===== config.mk =====
export PLATFORM = sky130hd
export DESIGN_NAME = ecp_fifo_core
export DESIGN_NICKNAME = d
export VERILOG_FILES = /design/src/rtl/ecp_pkg.sv /design/src/rtl/ecp_byte_fifo.sv /design/src/rtl/ecp_svc_ctl.sv /design/src/rtl/ecp_fifo_core.sv
export SDC_FILE = /design/constraint.sdc
export NUM_CORES = 1
export LEC_CHECK = 0
export BUFFER_PORTS_ARGS = -buffer_cell sky130_fd_sc_hd__clkbuf_2
export CORE_UTILIZATION = 65
export CTS_CLUSTER_DIAMETER = 100
export DETAILED_ROUTE_END_ITERATION = 16
export MAX_ROUTING_LAYER = met4
export PLACE_DENSITY = 0.83
export SKIP_CTS_REPAIR_TIMING = 1
export SLEW_MARGIN = 0
export SYNTH_ARGS = -nofsm -noshare
export SYNTH_HDL_FRONTEND = slang
export SYNTH_SLANG_ARGS = --single-unit

===== constraint.sdc =====
create_clock -name clk -period 6.7 [get_ports clk]
set_clock_uncertainty 0.15 [all_clocks]
set_input_delay 1.34 -clock clk [delete_from_list [all_inputs] [get_ports clk]]
set_output_delay 1.34 -clock clk [all_outputs]
set_load 0.01 [all_outputs]

===== src/rtl/ecp_pkg.sv =====
package ecp_pkg;

  typedef enum logic [2:0] {
    MD_SPP   = 3'b000,
    MD_PS2   = 3'b001,
    MD_CFIFO = 3'b010,
    MD_ECP   = 3'b011,
    MD_TEST  = 3'b110,
    MD_CFG   = 3'b111
  } ecp_mode_e;

  // Modes in which the CPU may push into the FIFO window
  function automatic logic mode_has_fifo(logic [2:0] m);
    return (m == MD_CFIFO) || (m == MD_ECP) || (m == MD_TEST);
  endfunction

  // Modes whose selection always flushes the FIFO
  function automatic logic mode_flushes(logic [2:0] m);
    return (m == MD_SPP) || (m == MD_PS2);
  endfunction

  // Forward direction: free entries after a pop reach the threshold
  function automatic logic free_hit(int unsigned fill, int unsigned depth,
                                    int unsigned thr);
    return (depth - fill) == thr;
  endfunction

  // Reverse direction: filled entries after a push reach the threshold
  function automatic logic fill_hit(int unsigned fill, int unsigned thr);
    return fill == thr;
  endfunction

endpackage


===== src/rtl/ecp_byte_fifo.sv =====
module ecp_byte_fifo #(
  parameter int DEPTH = 16,
  parameter int W     = 8,
  localparam int CW   = $clog2(DEPTH + 1),
  localparam int AW   = (DEPTH > 1) ? $clog2(DEPTH) : 1
) (
  input  logic          clk,
  input  logic          rst_n,
  input  logic          clr,
  input  logic          push,
  input  logic          pop,
  input  logic [W-1:0]  wdata,
  output logic [W-1:0]  head,
  output logic [CW-1:0] cnt,
  output logic          full,
  output logic          empty
);

  localparam logic [AW-1:0] LAST  = AW'(DEPTH - 1);
  localparam logic [CW-1:0] CMAX  = CW'(DEPTH);

  logic [W-1:0]  mem [DEPTH];
  logic [AW-1:0] wr_ptr, rd_ptr;
  logic          push_ok, pop_ok;

  assign full    = (cnt == CMAX);
  assign empty   = (cnt == '0);
  assign push_ok = push & ~full & ~clr;
  assign pop_ok  = pop & ~empty & ~clr;
  assign head    = mem[rd_ptr];

  always_ff @(posedge clk) begin
    if (push_ok) mem[wr_ptr] <= wdata;
  end

  always_ff @(posedge clk) begin
    if (!rst_n || clr) begin
      wr_ptr <= '0;
      rd_ptr <= '0;
      cnt    <= '0;
    end else begin
      if (push_ok) wr_ptr <= (wr_ptr == LAST) ? '0 : wr_ptr + 1'b1;
      if (pop_ok)  rd_ptr <= (rd_ptr == LAST) ? '0 : rd_ptr + 1'b1;
      case ({push_ok, pop_ok})
        2'b10:   cnt <= cnt + 1'b1;
        2'b01:   cnt <= cnt - 1'b1;
        default: cnt <= cnt;
      endcase
    end
  end


  no_overflow_chk: assert property (@(posedge clk) disable iff (!rst_n)
    cnt <= CMAX);


  full_drop_chk: assert property (@(posedge clk) disable iff (!rst_n)
    (full && push && !pop && !clr) |=> $stable(cnt));


  clr_empty_chk: assert property (@(posedge clk) disable iff (!rst_n)
    clr |=> empty);

endmodule


===== src/rtl/ecp_svc_ctl.sv =====
module ecp_svc_ctl
  import ecp_pkg::*;
#(
  parameter int DEPTH = 16,
  parameter int RTHR  = 8,
  parameter int WTHR  = 8,
  localparam int CW   = $clog2(DEPTH + 1)
) (
  input  logic          clk,
  input  logic          rst_n,
  input  logic          ecr_wr,
  input  logic          svc_bit_wr,
  input  logic          mode_chg,
  input  logic          push_ok,
  input  logic          pop_ok,
  input  logic          dir_rev,
  input  logic [CW-1:0] cnt,
  output logic          svc_en,
  output logic          svc_flag
);

  logic [CW-1:0] cnt_up, cnt_dn;
  logic          fwd_evt, rev_evt, set_evt, clr_evt;

  assign cnt_up  = cnt + 1'b1;
  assign cnt_dn  = cnt - 1'b1;
  assign fwd_evt = pop_ok  & ~dir_rev & free_hit(32'(cnt_dn), DEPTH, WTHR);
  assign rev_evt = push_ok &  dir_rev & fill_hit(32'(cnt_up), RTHR);
  assign set_evt = svc_en & (fwd_evt | rev_evt);
  assign clr_evt = mode_chg | (ecr_wr & svc_bit_wr);

  always_ff @(posedge clk) begin
    if (!rst_n) begin
      svc_en   <= 1'b0;
      svc_flag <= 1'b0;
    end else begin
      if (ecr_wr) svc_en <= ~svc_bit_wr;
      if (clr_evt)      svc_flag <= 1'b0;
      else if (set_evt) svc_flag <= 1'b1;
    end
  end


  svc_armed_chk: assert property (@(posedge clk) disable iff (!rst_n)
    $rose(svc_flag) |-> svc_en);


  mode_clear_chk: assert property (@(posedge clk) disable iff (!rst_n)
    mode_chg |=> !svc_flag);


  svc_cause_chk: assert property (@(posedge clk) disable iff (!rst_n)
    $rose(svc_flag) |-> $past(push_ok || pop_ok));

endmodule


===== src/rtl/ecp_fifo_core.sv =====
module ecp_fifo_core
  import ecp_pkg::*;
#(
  parameter int DEPTH = 16,
  parameter int RTHR  = DEPTH / 2,
  parameter int WTHR  = DEPTH / 2
) (
  input  logic       clk,
  input  logic       rst_n,
  input  logic       bus_hi,
  input  logic [1:0] bus_addr,
  input  logic       bus_wr,
  input  logic       bus_rd,
  input  logic [7:0] bus_wdata,
  output logic [7:0] bus_rdata,
  input  logic [4:0] pin_status,
  output logic       svc_req
);

  localparam int CW = $clog2(DEPTH + 1);
  localparam logic [7:0] CFGA_VAL = 8'h10;

  logic [2:0]    mode;
  logic          errdis, dmaen, dir_rev;
  logic [4:0]    ctrl_q;
  logic [7:0]    data_q;
  logic [6:0]    cfgb_q;

  logic          rd_ev, ecr_wr, ctl_wr, mode_chg, fifo_clr;
  logic          push_req, pop_req;
  logic          push_ok, pop_ok;
  logic [7:0]    fifo_head;
  logic [CW-1:0] fifo_cnt;
  logic          fifo_full, fifo_empty;
  logic          svc_en, svc_flag;

  // Bus decode: a write wins over a read in the same cycle
  assign rd_ev    = bus_rd & ~bus_wr;
  assign ecr_wr   = bus_wr & bus_hi & (bus_addr == 2'd2);
  assign ctl_wr   = bus_wr & ~bus_hi & (bus_addr == 2'd2);
  assign mode_chg = ecr_wr & (bus_wdata[7:5] != mode);
  assign fifo_clr = ecr_wr & (mode_chg | mode_flushes(bus_wdata[7:5]));
  assign push_req = bus_wr & bus_hi & (bus_addr == 2'd0) & mode_has_fifo(mode);
  assign pop_req  = rd_ev & bus_hi & (bus_addr == 2'd0) & (mode == MD_TEST);
  assign push_ok  = push_req & ~fifo_full;
  assign pop_ok   = pop_req & ~fifo_empty;

  always_ff @(posedge clk) begin
    if (!rst_n) begin
      mode    <= MD_SPP;
      errdis  <= 1'b0;
      dmaen   <= 1'b0;
      dir_rev <= 1'b0;
      ctrl_q  <= '0;
      data_q  <= '0;
      cfgb_q  <= '0;
    end else if (bus_wr) begin
      if (ecr_wr) begin
        mode   <= bus_wdata[7:5];
        errdis <= bus_wdata[4];
        dmaen  <= bus_wdata[3];
      end
      if (ctl_wr) begin
        ctrl_q <= bus_wdata[4:0];
        if (mode == MD_PS2) dir_rev <= bus_wdata[5];
      end
      if (!bus_hi && bus_addr == 2'd0) data_q <= bus_wdata;
      if (bus_hi && bus_addr == 2'd1 && mode == MD_CFG) cfgb_q <= bus_wdata[6:0];
    end
  end

  ecp_byte_fifo #(.DEPTH(DEPTH), .W(8)) u_fifo (
    .clk   (clk),
    .rst_n (rst_n),
    .clr   (fifo_clr),
    .push  (push_ok),
    .pop   (pop_ok),
    .wdata (bus_wdata),
    .head  (fifo_head),
    .cnt   (fifo_cnt),
    .full  (fifo_full),
    .empty (fifo_empty)
  );

  ecp_svc_ctl #(.DEPTH(DEPTH), .RTHR(RTHR), .WTHR(WTHR)) u_svc (
    .clk        (clk),
    .rst_n      (rst_n),
    .ecr_wr     (ecr_wr),
    .svc_bit_wr (bus_wdata[2]),
    .mode_chg   (mode_chg),
    .push_ok    (push_ok),
    .pop_ok     (pop_ok),
    .dir_rev    (dir_rev),
    .cnt        (fifo_cnt),
    .svc_en     (svc_en),
    .svc_flag   (svc_flag)
  );

  assign svc_req = svc_flag;

  always_comb begin
    bus_rdata = 8'hFF;
    if (bus_hi) begin
      case (bus_addr)
        2'd0: bus_rdata = (mode == MD_CFG) ? CFGA_VAL :
                          (fifo_empty ? 8'h00 : fifo_head);
        2'd1: bus_rdata = (mode == MD_CFG) ? {1'b0, cfgb_q} : 8'h00;
        2'd2: bus_rdata = {mode, errdis, dmaen, (~svc_en | svc_flag),
                           fifo_full, fifo_empty};
        default: bus_rdata = 8'hFF;
      endcase
    end else begin
      case (bus_addr)
        2'd0: bus_rdata = data_q;
        2'd1: bus_rdata = {pin_status, 3'b111};
        2'd2: bus_rdata = {2'b11, dir_rev, ctrl_q};
        default: bus_rdata = 8'hFF;
      endcase
    end
  end


  dir_ps2_chk: assert property (@(posedge clk) disable iff (!rst_n)
    !$stable(dir_rev) |-> $past(mode) == MD_PS2);


  flags_excl_chk: assert property (@(posedge clk) disable iff (!rst_n)
    !(fifo_full && fifo_empty));


  wr_over_rd_chk: assert property (@(posedge clk) disable iff (!rst_n)
    (bus_wr && bus_rd) |-> !pop_ok);

endmodule


# Yosys cells after proc, flatten, opt, wreduce, memory -nomap -nowiden
# Memory sizes are Yosys's and may differ from the RTL's. A register that Yosys moved wholly into a read port is not among the register bits.
# Index checks and enable logic that the tools add are counted.
[classes]
n_addsub = 5
eq_ne = 16
mux = 13
bitwise_logic = 37
reduce_logical = 19
[op_table]
columns = ["operator", "count"]
rows = [
  ["8-bit case mux with 3 select lines", 2],
  ["32-bit by 4-bit equality test with 1-bit output (second input constant)", 1],
  ["1-bit bitwise AND", 24],
  ["8-bit two-way mux", 3],
  ["4-bit two-way mux", 4],
  ["5-bit case mux with 2 select lines", 1],
  ["1-bit NOT", 9],
  ["4-bit by 1-bit adder with 4-bit output (second input constant)", 2],
  ["4-bit equality test (second input constant)", 2],
  ["2-bit AND reduction", 4],
  ["7-bit two-way mux", 1],
  ["3-bit by 1-bit equality test with 1-bit output (second input constant)", 2],
  ["3-bit by 2-bit equality test with 1-bit output (second input constant)", 2],
  ["3-bit equality test (second input constant)", 2],
  ["5-bit by 5-bit subtractor with 6-bit output (first input constant)", 1],
  ["5-bit by 1-bit adder with 5-bit output (second input constant)", 1],
  ["5-bit by 4-bit equality test with 1-bit output (second input constant)", 1],
  ["5-bit equality test (second input constant)", 1],
  ["5-bit zero test", 1],
  ["5-bit by 1-bit subtractor with 5-bit output (second input constant)", 1],
  ["2-bit by 1-bit equality test with 1-bit output (second input constant)", 2],
  ["2-bit equality test (second input constant)", 2],
  ["1-bit logical OR", 4],
  ["1-bit OR", 4],
  ["other kinds (9)", 13],
]
[totals]
regBits = 41
ram_bits = 128
in_bits = 20
output_inout_bits = 9
mem_count = 1
[mem_list]
columns = ["name", "words", "word_bits", "read_ports", "rd_clocked_by_memory_dff", "wr", "line", "rtl"]
rows = [
  ["u_fifo.mem", 16, 8, 1, 1, 1, "ecp_byte_fifo.sv:22", "logic [W-1:0] mem [DEPTH];"],
]

# Longest topological paths before layout
# Gate-level depths: netlist of the first run.
[logic_depth]
ltp_word = 10
depth_mapped = 13

# Modules after synthesis
# From an unflattened synthesis of the first run, not the netlist that was laid out.
[hier_totals]
hier_cells = 535
hier_area_um2 = 7902.6
[by_module_without_submodules]
columns = ["mod", "instances", "cells_each", "area_each_um2"]
rows = [
  ["ecp_byte_fifo", 1, 299, 5920.7],
  ["ecp_fifo_core", 1, 198, 1699.1],
  ["ecp_svc_ctl", 1, 38, 282.8],
]

# Worst setup path after synthesis of the first run
# No wires, ideal clock.
[synth_timing]
kind = "input to output"
start = "input port bus_addr[1]"
end = "output port bus_rdata[3]"
t_arrival_ns = 2.410
required_ns = 5.210
path_slack_ns = 2.800
cell_stages = 4
path_buffers = 0
path_cell_list = "or2_1 nor3_1 nand2_1 o21ai_0"
[synth_via]
elab_chain_cells = 3
elab_cells_between_ends = 6
[synth_lines]
columns = ["element", "line", "rtl"]
rows = [
  ["start, declared", "ecp_fifo_core.sv:11", "input logic [1:0] bus_addr,"],
  ["2-bit equality test, or another cell as far along", "ecp_fifo_core.sv:104, ecp_fifo_core.sv:113", ""],
  ["8-bit case mux with 3 select lines, on equally long branches", "ecp_fifo_core.sv:113, ecp_fifo_core.sv:104", ""],
  ["8-bit two-way mux *", "ecp_fifo_core.sv:103", "if (bus_hi) begin"],
  ["end, declared", "ecp_fifo_core.sv:15", "output logic [7:0] bus_rdata,"],
]
# Every way passes the cells marked *; elsewhere a longest branch is shown, timed or not.

# Worst setup path in the final report of the first run
[layout_timing]
start = "input port bus_addr[0]"
end = "output port bus_rdata[7]"
# Same word-level chain as after synthesis.

==> results.md, run 1 <==
- Status: finished, final reports clean
- Starting Density: 0.6790
- First-pass GRT wire length: 25.76 mm
- Sequential fraction of design power: 0.499
- Remaining DRCs: 0
- Pre-Repair DR Iteration Count: 6
- Post-DP HPWL: 10.22 mm
- Area after DPL: 0.007674 mm²
- Clock root buffer: clkbuf_16
- Switching Fraction: 0.1934
- Setup TNS: 0 ns
- Largest net degree at the start of global routing: 31
- TritonCTS clock tree: done
- Worst setup EP type: primary output
- Synthesized cell area: 0.007490 mm²
- Net Switching: 0.4470 mW
- DR vias: 4665
- Die H: 109.3 µm
- Initial DRC count: 498
- CP required: 5.21 ns
- Ys flop type: edfxtp_1
- Number of flops mapped to enable cells by yosys: 128
- Setup Crit Path Kind: in2out
- RSZ-0062 raised after global routing: false
- Cell area power density: 277.6 mW/mm²
- Dpl cells: 663
- Number of global-route vias before repair: 4615
- Layout Nets: 573
- Clock Path Buffers: 2
- GRT overflow: 0
- Share of layout cells above drive strength 1: 0.1892
- Non-Filler Instances: 695
- Worst EP arrival: 3.31 ns
- Antenna violations before repair: 0
- Tightest Pin Transition: 1.272 ns
- Core area: 0.01103 mm²
- Max Slew Vio Count: 0
- VDD IR-drop max: 0.2903 mV
- Yosys top cell area share: 0.5132
- DP Worst Slack: 2.088 ns
- Ports: 29
- Seq/Total Area, Yosys: 0.6335
- Syn avg cell area: 14.24 µm²
- Syn Inst Count: 526
- Endpoints failing setup: 0
- Hold WS: 0.3151 ns
- Int Power: 1.865 mW
- FP Rows: 38
- Fin util: 0.7550
- Final Cell Area: 0.008328 mm²
- Total routed wirelength: 17.09 mm
- Maxcap violations: 0
- Final Cycle Share: 0.7170
- Syn nets: 557
- Leak: 2.676 nW
- FF+latch count, synth: 173
- Startpoint types: primary input
- Rel. slew slack: 0.1453
- Final Hold Viols: 0
- Later-pin clock latency in the skew report: 0.43 ns
- DR WL/cell: 24.59 µm
- Most frequent cells in the layout: 128 x edfxtp_1, 44 x dfxtp_1, 42 x nand2_1, 40 x nor2_1, 35 x mux4_2
- Vias per cell: 6.712
- Fin crit period: 4.804 ns
- Synth area leaders: edfxtp_1 51%, dfxtp_1 12%, mux4_2 11%
- Hold Path Class: reg2reg
- RePlAce Congestion: 0.9104
- Final worst slack: 1.896 ns
- Die W: 109.3 µm
- Clock Power Share: 0.475
- Total Routing Usage GR: 0.3199
- I/O Buffers: 28
- Post-synth ARST share: 0
- Tot Pwr: 2.312 mW
- Ys Warns: 0
- Antenna diode count: 0
- Biggest area consumer among synthesized cells: edfxtp_1
- CTS sink count: 173
- Antenna-violating nets left: 0
- # H-tree levels: 4
- Yosys cell types: 48
- Most common cell after layout, fill and taps aside: edfxtp_1
- Die area: 0.01196 mm²
- Clock slew at reported path FFs: 0.06 ns
- Fmax: 0.2082 GHz
- Comb pwr share: 0.027
- Num CTS Buffers: 17
- P&R area growth vs syn: 11.19%
- Crit-path max FO: 25
logic make-up after synthesis:
group / after synthesis / share of synthesized area
adder cells (fa/ha/maj): 11 / 0.01838
AO/OA/AOI/OAI: 77 / 0.06649
flip-flops: 173 / 0.6335
buffers and inverters: 42 / 0.02422
AND/OR/NAND/NOR: 144 / 0.09455
XOR/XNOR: 12 / 0.01403
multiplexers: 67 / 0.1488
cells in the mapped netlist, types with 2 or more instances:
master / number
nor4b_1: 2
inv_1: 9
a31oi_1: 3
nand3_1: 13
buf_1: 3
or4_1: 2
mux4_2: 35
nand2b_1: 6
mux2_2: 5
dfxtp_1: 45
clkbuf_1: 16
ha_1: 11
xor2_1: 4
a22o_1: 3
and3_1: 4
nor3_1: 5
nor2b_1: 19
a22oi_1: 3
o31ai_1: 3
nand2_1: 42
buf_2: 12
nor3b_1: 2
a211oi_1: 2
mux2i_1: 27
nor2_1: 40
a21boi_0: 13
o21ai_0: 20
a21oi_1: 23
edfxtp_1: 128
xnor2_1: 8
routing by layer:
layer  vias to the layer above  GRT usage  part of all wire
met5                         -          -                 0
met4                         0     0.1410             0.036
met3                        53    0.08358             0.080
met2                       290     0.4919              0.49
met1                      2312     0.4049              0.39
li1                       2010          -                 -
critical path, cell delays in order:
cell	delay, ns
clkbuf_2	0.28
or2_1	0.37
nor3_1	0.63
nand2_1	0.23
o21ai_0	0.28
clkbuf_2	0.18
power groups by stage:
stage | sequential (mW) | combinational (mW) | clock, mW
2_1_floorplan | 1.18 | 0.0294 | 0
3_3_place_gp | 1.18 | 0.0572 | 0
3_5_place_dp | 1.18 | 0.0593 | 0
4_1_cts | 1.15 | 0.0608 | 1.10
5_1_grt | 1.15 | 0.0666 | 1.14
6_report | 1.15 | 0.0617 | 1.10
layout make-up:
type                    instances  area [µm²]
flip-flops and latches        173        4746
fillers                       650        2703
clock buffers                  19       432.9
inverters                       9       33.78
well taps                     140       175.2
clock inverters                13       221.5
repair buffers                 30       155.1
multi-input cells             311        2564
path summary, 6_finish.rpt:
kind,startpoint,end,slack [ns],cells after the start
min,data_q[7],data_q[7],0.32,2
max reg2reg,u_fifo.cnt[0],u_fifo.mem[0][2],2.88,7
min reg2reg,data_q[7],data_q[7],0.32,2
max,bus_addr[0],bus_rdata[7],1.90,6
flip-flops by register name (all words and copies together) (netlist names), 3 cells and up, named ones only:
register,count
mode,3
u_fifo.rd_ptr,4
data_q,8
u_fifo.wr_ptr,4
u_fifo.mem,128
ctrl_q,5
u_fifo.cnt,5
cfgb_q,7
No activity file was read; power rests on OpenSTA's default activity.
==> run 2: changes to the inputs <==
--- a/config.mk
+++ b/config.mk
@@ -5,12 +5,13 @@
 export SDC_FILE = /design/constraint.sdc
 export NUM_CORES = 1
 export LEC_CHECK = 0
+export ABC_AREA = 1
 export BUFFER_PORTS_ARGS = -buffer_cell sky130_fd_sc_hd__clkbuf_2
-export CORE_UTILIZATION = 65
+export CORE_UTILIZATION = 62
 export CTS_CLUSTER_DIAMETER = 100
 export DETAILED_ROUTE_END_ITERATION = 16
 export MAX_ROUTING_LAYER = met4
-export PLACE_DENSITY = 0.83
+export PLACE_DENSITY = 0.8
 export SKIP_CTS_REPAIR_TIMING = 1
 export SLEW_MARGIN = 0
 export SYNTH_ARGS = -nofsm -noshare
==> constraint.sdc (replaced) <==
create_clock -name clk -period 4.5 [get_ports clk]
set_clock_uncertainty 0.15 [all_clocks]
set_input_delay 0.9 -clock clk [delete_from_list [all_inputs] [get_ports clk]]
set_output_delay 0.9 -clock clk [all_outputs]
set_load 0.01 [all_outputs]
==> results.md, run 2 <==
- Status: finished, final reports clean
- Maxcap violations: 0 (unchanged)
- Hold Path Class: reg2reg
- Synthesized cell area: 0.008055 mm² (+7.6%)
- Crit-path max FO: 64 (+160%)
- FP Rows: 41 (+7.9%)
- DR WL/cell: 17.28 µm (-30%)
- CP required: 3.45 ns (-1.76 ns)
- Worst setup EP type: primary output
- Die H: 116.0 µm (+6.1%)
- Number of flops mapped to enable cells by yosys: 128 (unchanged)
- Later-pin clock latency in the skew report: 0.42 ns (about the same)
- I/O Buffers: 28 (unchanged)
- Total routed wirelength: 18.89 mm (+11%)
- Yosys cell types: 38 (-21%)
- Remaining DRCs: 0 (unchanged)
- Final Hold Viols: 0 (unchanged)
- Ys Warns: 0 (unchanged)
- P&R area growth vs syn: 9.444%
- Most common cell after layout, fill and taps aside: nand2_1
- Ports: 29 (unchanged)
- Most frequent cells in the layout: 250 x nand2_1, 129 x inv_1, 128 x edfxtp_1, 112 x nand3_1, 61 x nor2_1
- # H-tree levels: 4 (unchanged)
- Synth area leaders: edfxtp_1 48%, nand2_1 12%, dfxtp_1 11%
- Fmax: 0.2699 GHz
- RSZ-0062 raised after global routing: false
- Reg2Reg Capture Point: u_fifo.mem[1][6]
- Cell area power density: 363.5 mW/mm² (+31%)
- DR WL met2: 8.698 mm (+3.4%)
- Comb pwr share: 0.033 (+0.006)
- Biggest register: u_fifo.mem
- Tightest Pin Transition: 1.171 ns (-0.1016 ns)
- Rel. slew slack: 0.2185 (+0.07312)
- Number of global-route vias before repair: 5628 (+22%)
- Share of layout cells above drive strength 1: 0.09772 (-0.09147)
- Fin util: 0.6986 (-0.05640)
- Num CTS Buffers: 17 (unchanged)
- RR Startpoint: u_fifo.cnt[0]
- Core area: 0.01262 mm² (+14%)
- Synth cell count leaders: 250 x nand2_1, 129 x inv_1, 128 x edfxtp_1
- VDD IR-drop max: 0.2795 mV (-3.7%)
- Die area: 0.01345 mm² (+13%)
- M1 WL: 8.199 mm (+22%)
- First-pass GRT wire length: 29.54 mm (+15%)
- Top Registers: u_fifo.mem: 128 flops, data_q: 8 flops, cfgb_q: 7 flops
- Startpoint types: register
- TritonCTS clock tree: done
- Routed wl met3: 1.609 mm (+18%)
- Worst R2R Setup Slack: 1.54 ns (-1.34 ns)
- Antenna-violating nets left: 0 (unchanged)
- Final Cycle Share: 0.8233
- Clock root buffer: clkbuf_16
- DR vias: 6072 (+30%)
- Syn avg cell area: 9.041 µm² (-37%)
- Setup TNS: 0 ns (unchanged)
- Antenna diode count: 0 (unchanged)
- Die W: 116.0 µm (+6.1%)
- Max reg flops: 128 (unchanged)
- Setup Crit Path Kind: reg2out
- Syn Inst Count: 891 (+69%)
- Post-DP HPWL: 11.75 mm (+15%)
- Ys flop type: edfxtp_1
- CTS sink count: 173 (unchanged)
- Sequential fraction of design power: 0.537 (+0.038)
- Clock slew at reported path FFs: 0.06 ns (about the same)
- Leak: 3.685 nW (+38%)
- Yosys top cell area share: 0.4772 (-0.03603)
- Antenna violations before repair: 0 (unchanged)
- Switching Fraction: 0.2104 (+0.01706)
- Largest net degree at the start of global routing: 65 (+110%)
- Biggest area consumer among synthesized cells: edfxtp_1
- Seq/Total Area, Yosys: 0.5890 (-0.04448)
- Net Switching: 0.6743 mW (+51%)
- Starting Density: 0.6383 (-0.04068)
- Vias per cell: 5.555 (-17%)
- RePlAce Congestion: 0.9743 (+7.0%)
- Worst setup path endpoint: bus_rdata[7]
- Total Routing Usage GR: 0.3113 (-0.008566)
- Max Slew Vio Count: 0 (unchanged)
- Pre-Repair DR Iteration Count: 5 (-1)
- FF+latch count, synth: 173 (unchanged)
- Syn nets: 922 (+66%)
- Clock Power Share: 0.429 (-0.046)
- Worst EP arrival: 2.65 ns (-0.66 ns)
- Post-synth ARST share: 0 (unchanged)
- Initial DRC count: 813 (+63%)
- Max Used Layer: met4
- Int Power: 2.530 mW (+36%)
- Reg2reg path depth: 7 (unchanged)
- Clock Path Buffers: 2 (unchanged)
- Fin crit period: 3.705 ns
- GRT overflow: 0 (unchanged)
- Endpoints failing setup: 0 (unchanged)
- Layout Nets: 939 (+64%)
- Top-count cell post-synth: nand2_1
-- run 2: cell types whose count changed after synthesis, sizes merged, moves of 6 or more --
cell,delta
nor2b,-19
nor2,+33
nand2b,-6
mux4,-35
a21boi,-13
mux2i,-26
nand2,+210
nand3,+101
o21ai,+21
inv,+127
-- run 2: worst max-delay path, cell delays in order (launching register included) --
cell      delay [ns]
dfxtp_2         0.33
inv_2           0.83
nand2_1         0.10
nand2_1         0.10
nand2_1         0.08
nand3_1         0.11
nand3_1         0.14
nand2_1         0.15
nand2_1         0.06
nand2_1         0.07
nand2_1         0.05
nand2_1         0.06
clkbuf_2        0.12
-- run 2: logic make-up after synthesis --
kind of cell,Yosys count,synth area share
simple gates,446,0.2367
fa+ha+maj,11,0.01709
flops,173,0.5890
buf+inv,170,0.08590
xor+xnor,13,0.01413
mux,1,0.001243
compound gates,77,0.05592
-- run 2: final cells by class --
class                           instances  area (µm²)
Multi-Input combinational cell        548        2619
Clock inverter                         11       93.84
Timing Repair Buffer                   31       162.7
Inverter                              137       519.2
Sequential cell                       173        4746
Fill cell                             971        3804
Tap cell                              172       215.2
Clock buffer                           21       460.4
-- run 2: worst min path at each step --
stage | endpoint | slack (ns) | startpoint | cells past startpoint
CTS | cfgb_q[5] | 0.30 | cfgb_q[5] | 2
global route | cfgb_q[3] | 0.33 | cfgb_q[3] | 2
finish | cfgb_q[5] | 0.30 | cfgb_q[5] | 2
global placement | cfgb_q[5] | 0.29 | cfgb_q[5] | 2
detailed placement | cfgb_q[5] | 0.29 | cfgb_q[5] | 2
floorplan | cfgb_q[2] | 0.27 | cfgb_q[2] | 2
-- run 2: through the flow --
step | instance area [µm²] | hold WS (ns) | worst slack [ns] | power (mW) | instances
6_report | 8816 | 0.3014 | 0.7951 | 3.204 | 1093
5_1_grt | 8816 | 0.3284 | 0.5514 | 3.281 | 1093
4_1_cts | 8816 | 0.3006 | 0.8344 | 3.206 | 1093
3_5_place_dp | 8262 | 0.2913 | 1.153 | 1.861 | 1061
3_3_place_gp | 8262 | 0.2893 | 1.140 | 1.859 | 1061
2_1_floorplan | 8055 | 0.2736 | 1.675 | 1.808 | 891
-- run 2: metal layers --
layer  global-route usage  up-vias
li1                     -     2927
met1               0.4246     2834
met2               0.4587      280
met3              0.06904       31
met4               0.1145        0
met5                    -        -
-- run 2: power groups by stage --
stage	logic (mW)	clock network (mW)	registers (mW)
after CTS	0.106	1.38	1.72
after global placement	0.104	0	1.76
after global routing	0.117	1.44	1.72
final	0.107	1.38	1.72
after detailed placement	0.105	0	1.76
after floorplan	0.0550	0	1.75
==> run 3: changes to the inputs <==
--- a/config.mk
+++ b/config.mk
@@ -7,11 +7,11 @@
 export LEC_CHECK = 0
 export ABC_AREA = 1
 export BUFFER_PORTS_ARGS = -buffer_cell sky130_fd_sc_hd__clkbuf_2
-export CORE_UTILIZATION = 62
+export CORE_UTILIZATION = 56
 export CTS_CLUSTER_DIAMETER = 100
 export DETAILED_ROUTE_END_ITERATION = 16
 export MAX_ROUTING_LAYER = met4
-export PLACE_DENSITY = 0.8
+export PLACE_DENSITY = 0.76
 export SKIP_CTS_REPAIR_TIMING = 1
 export SLEW_MARGIN = 0
 export SYNTH_ARGS = -nofsm -noshare
==> constraint.sdc (replaced) <==
create_clock -name clk -period 3.4 [get_ports clk]
set_clock_uncertainty 0.15 [all_clocks]
set_input_delay 0.68 -clock clk [delete_from_list [all_inputs] [get_ports clk]]
set_output_delay 0.68 -clock clk [all_outputs]
set_load 0.01 [all_outputs]
==> results.md, run 3 (synthesis results as in run 2) <==
- Fill count: 1115 (+15%)
- Antenna violations before repair: 0 (unchanged)
- Setup TNS: 0 ns (unchanged)
- RR Startpoint: u_fifo.cnt[1]
- Top Registers: u_fifo.mem: 128 flops, data_q: 8 flops, cfgb_q: 7 flops
- Share of layout cells above drive strength 1: 0.1127 (+0.01494)
- DP Worst Slack: 0.5265 ns (-0.6260 ns)
- Setup Crit Path Kind: reg2out
- Hold Path Origin: cfgb_q[5]
- CP required: 2.57 ns (-0.88 ns)
- Worst setup EP type: primary output
- Layout Nets: 950 (+1.2%)
- Num CTS Buffers: 17 (unchanged)
- Post-DP HPWL: 12.42 mm (+5.7%)
- Final Hold Viols: 0 (unchanged)
- Initial DRC count: 721 (-11%)
- Fmax: 0.3234 GHz
- Fin crit period: 3.092 ns
- Crit-path most repeated cell: nand2_1
- Final Cycle Share: 0.9095
- Most frequent cells in the layout: 250 x nand2_1, 129 x inv_1, 128 x edfxtp_1, 112 x nand3_1, 60 x nor2_1
- Number of global-route vias before repair: 5609 (-0.34%)
- GRT overflow: 0 (unchanged)
- Met3 Track Usage GR: 0.05852 (-0.01052)
- Vias per cell: 5.494 (-1.1%)
- FP Rows: 43 (+4.9%)
- Remaining DRCs: 0 (unchanged)
- Biggest register: u_fifo.mem
- Total routed wirelength: 18.78 mm (-0.56%)
- Worst-path cell chain: inv_1, ha_1, nand3_1, nand2_1, nor2_2, nand2_1, nand2_1, nand2_1, nand2_1, clkbuf_2
- CTS sink count: 173 (unchanged)
- I/O Buffers: 28 (unchanged)
- Crit-path max FO: 7 (-89%)
- DR WL/cell: 16.89 µm (-2.3%)
- First-pass GRT wire length: 29.24 mm (-1.0%)
- Status: finished, final reports clean
- Rel. slew slack: 0.4817 (+0.2633)
- TritonCTS clock tree: done
- Startpoint types: register
- Clock root buffer: clkbuf_16
- Pre-Repair DR Iteration Count: 5 (unchanged)
- Die H: 121.9 µm (+5.1%)
- Routing usage on met2: 0.4085 (-0.05018)
- Setup crit start: u_fifo.cnt[1]
- Later-pin clock latency in the skew report: 0.44 ns (+0.02 ns)
- VDD IR-drop max: 0.4148 mV (+48%)
- # H-tree levels: 4 (unchanged)
- Biggest cell delay along the critical path: 0.40 ns (-0.43 ns)
- Most common cell after layout, fill and taps aside: nand2_1
- RSZ-0062 raised after global routing: false
- Total Routing Usage GR: 0.2768 (-0.03449)
- Max Slew Vio Count: 0 (unchanged)
- Hold Path Class: reg2reg
- Leak: 3.774 nW (+2.4%)
- Die W: 121.9 µm (+5.1%)
- Antenna diode count: 0 (unchanged)
- DR vias: 6109 (+0.61%)
- Largest net degree at the start of global routing: 65 (unchanged)
- Starting Density: 0.5781 (-0.06024)
- Maxcap violations: 0 (unchanged)
- Core area: 0.01393 mm² (+10%)
- Met1 usage: 0.3697 (-0.05483)
- Clock slew at reported path FFs: 0.06 ns (about the same)
- Antenna-violating nets left: 0 (unchanged)
- Ports: 29 (unchanged)
- Grt peak-use layer: met2
- CP max stage cell: dfxtp_1
- Max reg flops: 128 (unchanged)
- Die area: 0.01487 mm² (+11%)
- P&R area growth vs syn: 11.14%
- RePlAce Congestion: 0.9384 (-3.7%)
- Endpoints failing setup: 0 (unchanged)
- Cell area power density: 480.6 mW/mm² (+32%)
- Final worst slack: 0.3077 ns (-0.4873 ns)
- Clock Path Buffers: 2 (unchanged)
- Worst EP arrival: 2.26 ns (-0.39 ns)
- Tightest Pin Transition: 0.7745 ns (-0.3961 ns)
## run 3: changes by cell type in the layout (fill, tap and decap cells not counted), moves of 2 or more
cell	before	now
clkbuf_8	2	0
clkinv_4	3	6
clkinvlp_4	3	0
buf_4	3	13
inv_4	0	3
clkbuf_16	17	20
## run 3: area by class of cell
class / instances / area, µm² / share of cell area
timing repair buffer: 42 / 257.7 / 0.02879
tap: 180 / 225.2 / 0.02516
sequential: 173 / 4747 / 0.5303
inverter: 137 / 519.2 / 0.05800
multi-input combinational: 548 / 2621 / 0.2928
clock buffer: 21 / 504.2 / 0.05632
clock inverter: 11 / 77.57 / 0.008665
## run 3: power by group
part           switching, mW  leakage (nW)  internal, mW
clock                  0.806         0.293          1.07
sequential           0.00680          1.51          2.27
combinational          0.110          1.97        0.0418
## run 3: worst paths after layout
path	slack [ns]	depth (start not counted)	end
setup / recovery	0.31	10	bus_rdata[1]
hold / removal	0.30	2	cfgb_q[5]
setup reg to reg	0.68	7	u_fifo.mem[7][0]
hold reg to reg	0.30	2	cfgb_q[5]
## run 3: stage by stage
stage	instances	power, mW	utilization	hold slack, ns	cell area (µm²)
after floorplan	891	2.393	-	0.2736	8055
after global placement	1080	2.470	0.6004	0.2883	8367
after detailed placement	1080	2.471	0.6004	0.2921	8367
after CTS	1112	4.317	0.6422	0.3011	8949
after global routing	1112	4.413	0.6425	0.3393	8952
final	1112	4.302	0.6425	0.3012	8952
## run 3: critical path, delay by kind of cell, from the launching register on
kind / cells / cell delay [ns]
AND/OR/NAND/NOR: 7 / 0.87
flip-flops: 1 / 0.40
adder cells (fa/ha/maj): 1 / 0.28
buffers and inverters: 2 / 0.27
## run 3: routing by layer
metal,vias up,wire length (µm)
li1,2945,-
met5,-,0
met3,39,1266
met2,264,8846
met1,2861,8118
met4,0,550
